$ cat config.mk
export PLATFORM = sky130hd
export DESIGN_NAME = mdio_mgmt_master
export DESIGN_NICKNAME = d
export VERILOG_FILES = /design/src/rtl/mdio_pkg.sv /design/src/rtl/mdio_mdc_gen.sv /design/src/rtl/mdio_frame_eng.sv /design/src/rtl/mdio_regs.sv /design/src/rtl/mdio_mgmt_master.sv
export SDC_FILE = /design/constraint.sdc
export NUM_CORES = 1
export LEC_CHECK = 0
export CAP_MARGIN = 5
export CORE_UTILIZATION = 30
export CTS_CLUSTER_DIAMETER = 60
export DETAILED_ROUTE_END_ITERATION = 7
export GPL_TIMING_DRIVEN = 1
export PLACE_DENSITY = 0.49
export SKIP_LAST_GASP = 1
export SYNTH_ARGS = -nofsm -noshare
export SYNTH_HDL_FRONTEND = slang
export SYNTH_SLANG_ARGS = --single-unit
$ cat constraint.sdc
create_clock -name clk -period 5.15 [get_ports clk]
set_input_delay 1.03 -clock clk [delete_from_list [all_inputs] [get_ports clk]]
set_output_delay 1.03 -clock clk [all_outputs]
set_load 0.02 [all_outputs]
$ cat src/rtl/mdio_pkg.sv
package mdio_pkg;
  localparam int FRAME_BITS = 64;
  localparam int PRE_BITS   = 32;
  localparam int TA_FIRST   = 46;
  localparam int TA_SECOND  = 47;
  localparam int DATA_FIRST = 48;

  localparam int CMD_GO_BIT  = 31;
  localparam int CMD_PHY_LSB = 25;
  localparam int CMD_REG_LSB = 20;
  localparam int CMD_WD_LSB  = 4;
  localparam int CMD_OP_LSB  = 1;
  localparam int STAT_BUSY_BIT = 3;

  typedef enum logic [1:0] {
    OP_NONE  = 2'b00,
    OP_WRITE = 2'b01,
    OP_READ  = 2'b10,
    OP_BAD   = 2'b11
  } mdio_op_e;

  typedef struct packed {
    logic [4:0]  phy;
    logic [4:0]  regad;
    logic [15:0] wdata;
    mdio_op_e    op;
  } mdio_cmd_t;

  function automatic mdio_cmd_t unpack_cmd(input logic [31:0] w);
    mdio_cmd_t c;
    c.phy   = w[CMD_PHY_LSB +: 5];
    c.regad = w[CMD_REG_LSB +: 5];
    c.wdata = w[CMD_WD_LSB +: 16];
    c.op    = mdio_op_e'(w[CMD_OP_LSB +: 2]);
    return c;
  endfunction

  function automatic logic [FRAME_BITS-1:0] build_frame(input mdio_cmd_t c);
    logic [1:0]  ta;
    logic [15:0] payload;
    ta      = (c.op == OP_READ) ? 2'b11 : 2'b10;
    payload = (c.op == OP_READ) ? 16'hFFFF : c.wdata;
    return {{PRE_BITS{1'b1}}, 2'b01, c.op, c.phy, c.regad, ta, payload};
  endfunction
endpackage

$ cat src/rtl/mdio_mdc_gen.sv
module mdio_mdc_gen #(
  parameter int HALF_DIV = 2
) (
  input  logic clk,
  input  logic rst,
  input  logic run,
  output logic mdc,
  output logic rise_tick,
  output logic fall_tick
);
  localparam int CW = (HALF_DIV > 1) ? $clog2(HALF_DIV) : 1;
  localparam logic [CW-1:0] LAST = CW'(HALF_DIV - 1);

  logic [CW-1:0] cnt;
  logic          mdc_q;
  logic          wrap;

  assign wrap = (cnt == LAST);

  always_ff @(posedge clk) begin
    if (rst || !run) begin
      cnt   <= '0;
      mdc_q <= 1'b0;
    end else if (wrap) begin
      cnt   <= '0;
      mdc_q <= ~mdc_q;
    end else begin
      cnt <= cnt + 1'b1;
    end
  end

  assign mdc       = mdc_q;
  assign rise_tick = run && wrap && !mdc_q;
  assign fall_tick = run && wrap && mdc_q;
endmodule

$ cat src/rtl/mdio_frame_eng.sv
module mdio_frame_eng
  import mdio_pkg::*;
(
  input  logic                  clk,
  input  logic                  rst,
  input  logic                  start,
  input  logic [FRAME_BITS-1:0] start_frame,
  input  logic                  start_read,
  input  logic                  rise_tick,
  input  logic                  fall_tick,
  input  logic                  mdio_i,
  output logic                  active,
  output logic                  rd_done,
  output logic                  mdio_o,
  output logic                  mdio_oe,
  output logic [15:0]           rd_val,
  output logic                  rd_err
);
  localparam int IDX_W = $clog2(FRAME_BITS);
  localparam logic [IDX_W-1:0] IDX_LAST = IDX_W'(FRAME_BITS - 1);
  localparam logic [IDX_W-1:0] IDX_TA1  = IDX_W'(TA_FIRST);
  localparam logic [IDX_W-1:0] IDX_TA2  = IDX_W'(TA_SECOND);
  localparam logic [IDX_W-1:0] IDX_DAT  = IDX_W'(DATA_FIRST);

  logic                  active_q;
  logic                  read_q;
  logic [IDX_W-1:0]      idx;
  logic [FRAME_BITS-1:0] shreg;
  logic [15:0]           cap;
  logic                  err_q;
  logic                  last_bit;

  assign last_bit = (idx == IDX_LAST);

  always_ff @(posedge clk) begin
    if (rst) begin
      active_q <= 1'b0;
      read_q   <= 1'b0;
      idx      <= '0;
      shreg    <= '0;
      cap      <= '0;
      err_q    <= 1'b0;
    end else if (!active_q) begin
      if (start) begin
        active_q <= 1'b1;
        read_q   <= start_read;
        idx      <= '0;
        shreg    <= start_frame;
        cap      <= '0;
        err_q    <= 1'b0;
      end
    end else begin
      if (rise_tick && read_q) begin
        if (idx == IDX_TA2) err_q <= mdio_i;
        else if (idx >= IDX_DAT) cap <= {cap[14:0], mdio_i};
      end
      if (fall_tick) begin
        if (last_bit) begin
          active_q <= 1'b0;
        end else begin
          idx   <= idx + 1'b1;
          shreg <= {shreg[FRAME_BITS-2:0], 1'b0};
        end
      end
    end
  end

  assign active  = active_q;
  assign rd_done = active_q && read_q && fall_tick && last_bit;
  assign mdio_oe = active_q && (!read_q || (idx < IDX_TA1));
  assign mdio_o  = mdio_oe ? shreg[FRAME_BITS-1] : 1'b0;
  assign rd_val  = cap;
  assign rd_err  = err_q;
endmodule

$ cat src/rtl/mdio_regs.sv
module mdio_regs
  import mdio_pkg::*;
#(
  parameter int ADDR_W = 4,
  parameter int OFF_STATUS = 0,
  parameter int OFF_CMD = 8,
  parameter int OFF_DATA = 12
) (
  input  logic              clk,
  input  logic              rst,
  input  logic              wr_en,
  input  logic [ADDR_W-1:0] addr,
  input  logic [31:0]       wdata,
  input  logic              busy,
  input  logic              rd_done,
  input  logic [15:0]       rd_val,
  input  logic              rd_err,
  output logic              start,
  output mdio_cmd_t         start_cmd,
  output logic [31:0]       rdata,
  output logic [31:0]       cmd_view,
  output logic [31:0]       data_view
);
  localparam logic [ADDR_W-1:0] A_STAT = ADDR_W'(OFF_STATUS);
  localparam logic [ADDR_W-1:0] A_CMD  = ADDR_W'(OFF_CMD);
  localparam logic [ADDR_W-1:0] A_DATA = ADDR_W'(OFF_DATA);

  logic [31:0] cmd_q;
  logic [31:0] data_q;
  logic        op_ok;

  assign start_cmd = unpack_cmd(wdata);
  assign op_ok = (start_cmd.op == OP_WRITE) || (start_cmd.op == OP_READ);
  assign start = wr_en && (addr == A_CMD) && wdata[CMD_GO_BIT] && op_ok && !busy;

  always_ff @(posedge clk) begin
    if (rst) begin
      cmd_q  <= '0;
      data_q <= '0;
    end else begin
      if (start) cmd_q <= wdata;
      if (rd_done) data_q <= {14'd0, rd_err, rd_err, rd_val};
    end
  end

  always_comb begin
    rdata = '0;
    if (addr == A_STAT)      rdata[STAT_BUSY_BIT] = busy;
    else if (addr == A_CMD)  rdata = cmd_q;
    else if (addr == A_DATA) rdata = data_q;
  end

  assign cmd_view  = cmd_q;
  assign data_view = data_q;
endmodule

$ cat src/rtl/mdio_mgmt_master.sv
module mdio_mgmt_master
  import mdio_pkg::*;
#(
  parameter int HALF_DIV = 2,
  parameter int ADDR_W   = 4
) (
  input  logic              clk,
  input  logic              rst,
  input  logic              reg_wr_en,
  input  logic [ADDR_W-1:0] reg_addr,
  input  logic [31:0]       reg_wdata,
  output logic [31:0]       reg_rdata,
  output logic              mdc,
  output logic              mdio_o,
  output logic              mdio_oe,
  input  logic              mdio_i
);
  logic        busy;
  logic        start;
  mdio_cmd_t   start_cmd;
  logic        rise_tick;
  logic        fall_tick;
  logic        rd_done;
  logic [15:0] rd_val;
  logic        rd_err;
  logic [31:0] cmd_view;
  logic [31:0] data_view;

  mdio_regs #(.ADDR_W(ADDR_W)) u_regs (
    .clk(clk), .rst(rst),
    .wr_en(reg_wr_en), .addr(reg_addr), .wdata(reg_wdata),
    .busy(busy), .rd_done(rd_done), .rd_val(rd_val), .rd_err(rd_err),
    .start(start), .start_cmd(start_cmd), .rdata(reg_rdata),
    .cmd_view(cmd_view), .data_view(data_view)
  );

  mdio_mdc_gen #(.HALF_DIV(HALF_DIV)) u_mdc (
    .clk(clk), .rst(rst), .run(busy),
    .mdc(mdc), .rise_tick(rise_tick), .fall_tick(fall_tick)
  );

  mdio_frame_eng u_eng (
    .clk(clk), .rst(rst),
    .start(start), .start_frame(build_frame(start_cmd)),
    .start_read(start_cmd.op == OP_READ),
    .rise_tick(rise_tick), .fall_tick(fall_tick), .mdio_i(mdio_i),
    .active(busy), .rd_done(rd_done),
    .mdio_o(mdio_o), .mdio_oe(mdio_oe),
    .rd_val(rd_val), .rd_err(rd_err)
  );
endmodule

==> results.yml <==
yosys:
  synth_top_family_by_area: "simple AND/OR/NAND/NOR gates"
  synth_top_cell_by_area: "dfxtp_1"
  yosys.area_share.simple_pct: 31.33
  synthTopCellsByArea: "dfxtp_1 45%, nor3_1 8.4%, mux2i_1 7.3%"
  yosys.area.top_type_share_pct: 45.12
  synth-seq-cells: 140
  synth_edf_count: 0
  synthCells: 754
  muxShareOfSynthArea_pct: 7.252
  synth_top_flop_cell: "dfxtp_1"
  synth_compound_area_share_pct: 10.68
  synth_adder_area_share_pct: 0.4029
  syn_nets: 796
  seq_area_frac_synth_pct: 45.12
  avgSynthCellArea_um2: 8.237
  synth_xor_area_share_pct: 0.1410
  ys_async_sr_fraction_pct: 0
  synth.cell_area_mm2: 0.006211
  synth_warnings: 0
  yosys.cell_types.count: 42
die:
  std_cell_rows: 52
  core_area_mm2: 0.02023
  die_w_um: 145.9
  die_h_um: 145.9
  io_pins: 75
  initial_utilization_pct: 30.70
  dieArea_mm2: 0.02128
critical_path:
  reg2reg_slack_ns: 2.07
  cp_slowest_cell: "clkdlybuf4s50_1"
  critical_path.max_stage_delay_ns: 0.60
  ff2ff_path_depth: 6
  r2r-end: "u_eng.idx[5]$_SDFFE_PP0P_"
  cp_cell_sequence: "clkdlybuf4s50_1 > or3b_1 > nor2_1 > buf_4 > and2_1 > clkdlybuf4s50_1"
  cp-end-kind: "output port"
  cp-start-kind: "input port"
  r2r-start: "u_eng.idx[1]$_SDFFE_PP0P_"
  cp_common_cell: "clkdlybuf4s50_1"
  crit_path_end: "reg_rdata[30]"
  cp.arrival_ns: 3.51
  worst_ep_required_time_ns: 4.12
  worst-setup-path-type: "in -> out"
  crit_start: "reg_addr[3]"
  crit_fanout: 11
drt:
  wire_per_inst_um: 13.96
  vias_per_cell: 4.853
  ant_nets: 0
  drt_iter0_drc: 375
  dr.pass1.iters: 5
  via_count: 5207
  totalWireLength_mm: 14.97
  drc: 0
clocking:
  hold_buffers: 0
  cts_tree: "yes"
  htreeDepth: 4
  cts-buffers-inserted: 17
  cts_resized: 0
  clk_pin_slew_ns: 0.05
  clk_latency_ns: 0.41
  cts_root_buffer: "clkbuf_16"
  cts_setup_buffers: 0
  cts_sinks: 140
  ctsLongestPathBuffers: 2
power_and_ir_drop:
  powerDensity_mw_per_mm2: 312.9
  p_leak_nw: 2.609
  ir_drop_v: 0.0001417
global_routing:
  grt_pass1_vias: 4932
  grt_max_degree: 113
  track_usage_pct: 14.52
  antenna_found_initial: 0
  grt_pass1_wl_mm: 24.93
  overflow: 0
place:
  dp_hpwl_mm: 9.395
  dp_cells: 1042
  gp_congestion: 0.7111
  io_buffers: 74
final_layout:
  antennaDiodeCount: 0
  drive_gt1_share_pct: 6.849
  syn2layout_area_growth_pct: 23.27
  final_common_cell: "dfxtp_1"
  fin_cells: 1073
  final_net_count: 833
  layout_common_cells: "139 x dfxtp_1, 106 x nand2_1, 104 x nor3_1"
timing:
  post-route-period-util_pct: 88.17
  hold_ws_ns: 0.4502
  rsz0062_at_grt: "no"
  clock_skew_ns: 0.004837
  max_clock_freq_mhz: 220.2
  slew_headroom_pct: 26.93
  slew_violations: 0
  min_period_ns: 4.541
  setup_viol_count_final: 0
  worst_pin_slew_ns: 1.093
  hold_violations: 0
  finalSetupTns_ns: 0
job:
  cap_violations: 0
status:
  status: "finished, final reports clean"
worst_hold_path:
  hold_depth: 2
  hold_class: "reg -> reg"
## sequential cells by signal, indices dropped and copies added, names as in the netlist
register,count
u_eng.shreg,64
u_regs.cmd_view,32
u_regs.data_view,17
u_eng.rd_val,16
u_eng.idx,6
u_eng.active,1
u_eng.rd_err,1
u_eng.read_q,1
u_mdc.cnt,1
u_mdc.mdc,1
## Yosys cell counts (15+ instances only)
| library cell | number |
|---|---|
| nand3b_1 | 18 |
| and2_1 | 15 |
| clkbuf_1 | 47 |
| mux2i_1 | 45 |
| o21ai_0 | 31 |
| dfxtp_1 | 140 |
| a21oi_1 | 56 |
| nand2b_1 | 37 |
| nor2b_1 | 16 |
| nor2_1 | 56 |
| nand2_1 | 106 |
| nor3_1 | 104 |
## per-layer routing
layer | wire length (um) | vias up | global-route usage, %
met4 | 206 | 0 | 5.632
met3 | 594 | 12 | 3.668
met2 | 7073 | 83 | 23.33
met1 | 7100 | 2453 | 18.63
met5 | 0 | - | 0
li1 | - | 2659 | -
## where the power goes
group	total [mW]	switching [mW]	leakage (nW)	internal, mW
combinational	0.108	0.0562	1.20	0.0517
clock	1.20	0.429	0.281	0.768
sequential	1.09	0.00269	1.13	1.09
total	2.40	0.488	2.61	1.91
## worst max-delay path: cells and delay by family
family | cells | cell delay, ns
buffers and inverters | 3 | 1.42
and+or+nand+nor | 3 | 1.04
## per-stage QoR
step | total power [mW] | setup WS, ns | util, % | instance area [um^2]
floorplan | 1.172 | 1.878 | - | 6211
finish | 2.395 | 0.6091 | 37.84 | 7656
global placement | 1.222 | 0.6202 | 34.99 | 7081
detailed placement | 1.223 | 0.5853 | 34.99 | 7081
CTS | 2.432 | 0.5802 | 37.84 | 7656
global route | 2.490 | 0.5403 | 37.84 | 7656
## how the worst min path moves through the flow
stage,from,end,slack (ns)
after CTS,u_regs.cmd_view[18]$_SDFFE_PP0P_,u_regs.cmd_view[18]$_SDFFE_PP0P_,0.45
after global placement,u_regs.cmd_view[10]$_SDFFE_PP0P_,u_regs.cmd_view[10]$_SDFFE_PP0P_,0.44
after global routing,u_regs.cmd_view[28]$_SDFFE_PP0P_,u_regs.cmd_view[28]$_SDFFE_PP0P_,0.47
after floorplan,u_regs.cmd_view[31]$_SDFFE_PP0P_,u_regs.cmd_view[31]$_SDFFE_PP0P_,0.43
final,u_regs.cmd_view[18]$_SDFFE_PP0P_,u_regs.cmd_view[18]$_SDFFE_PP0P_,0.45
after detailed placement,u_regs.cmd_view[18]$_SDFFE_PP0P_,u_regs.cmd_view[18]$_SDFFE_PP0P_,0.45
## logic make-up (layout without fill, tap and decap cells)
family          Yosys count  in the layout
compound gates          114            114
xor+xnor                  1              1
fa+ha+maj                 2              2
buf+inv                  70            119
flops                   140            140
mux                      45             45
simple gates            382            382
## area by class of cell
type | count | area [um^2]
fill | 2052 | 12580
timing repair buffer | 86 | 828.3
inverter | 2 | 7.507
multi-input combinational | 544 | 3103
clock inverter | 8 | 117.6
clock buffer | 23 | 457.9
tap | 270 | 337.8
sequential | 140 | 2804
Note: power is estimated with default switching activity, not from simulation.
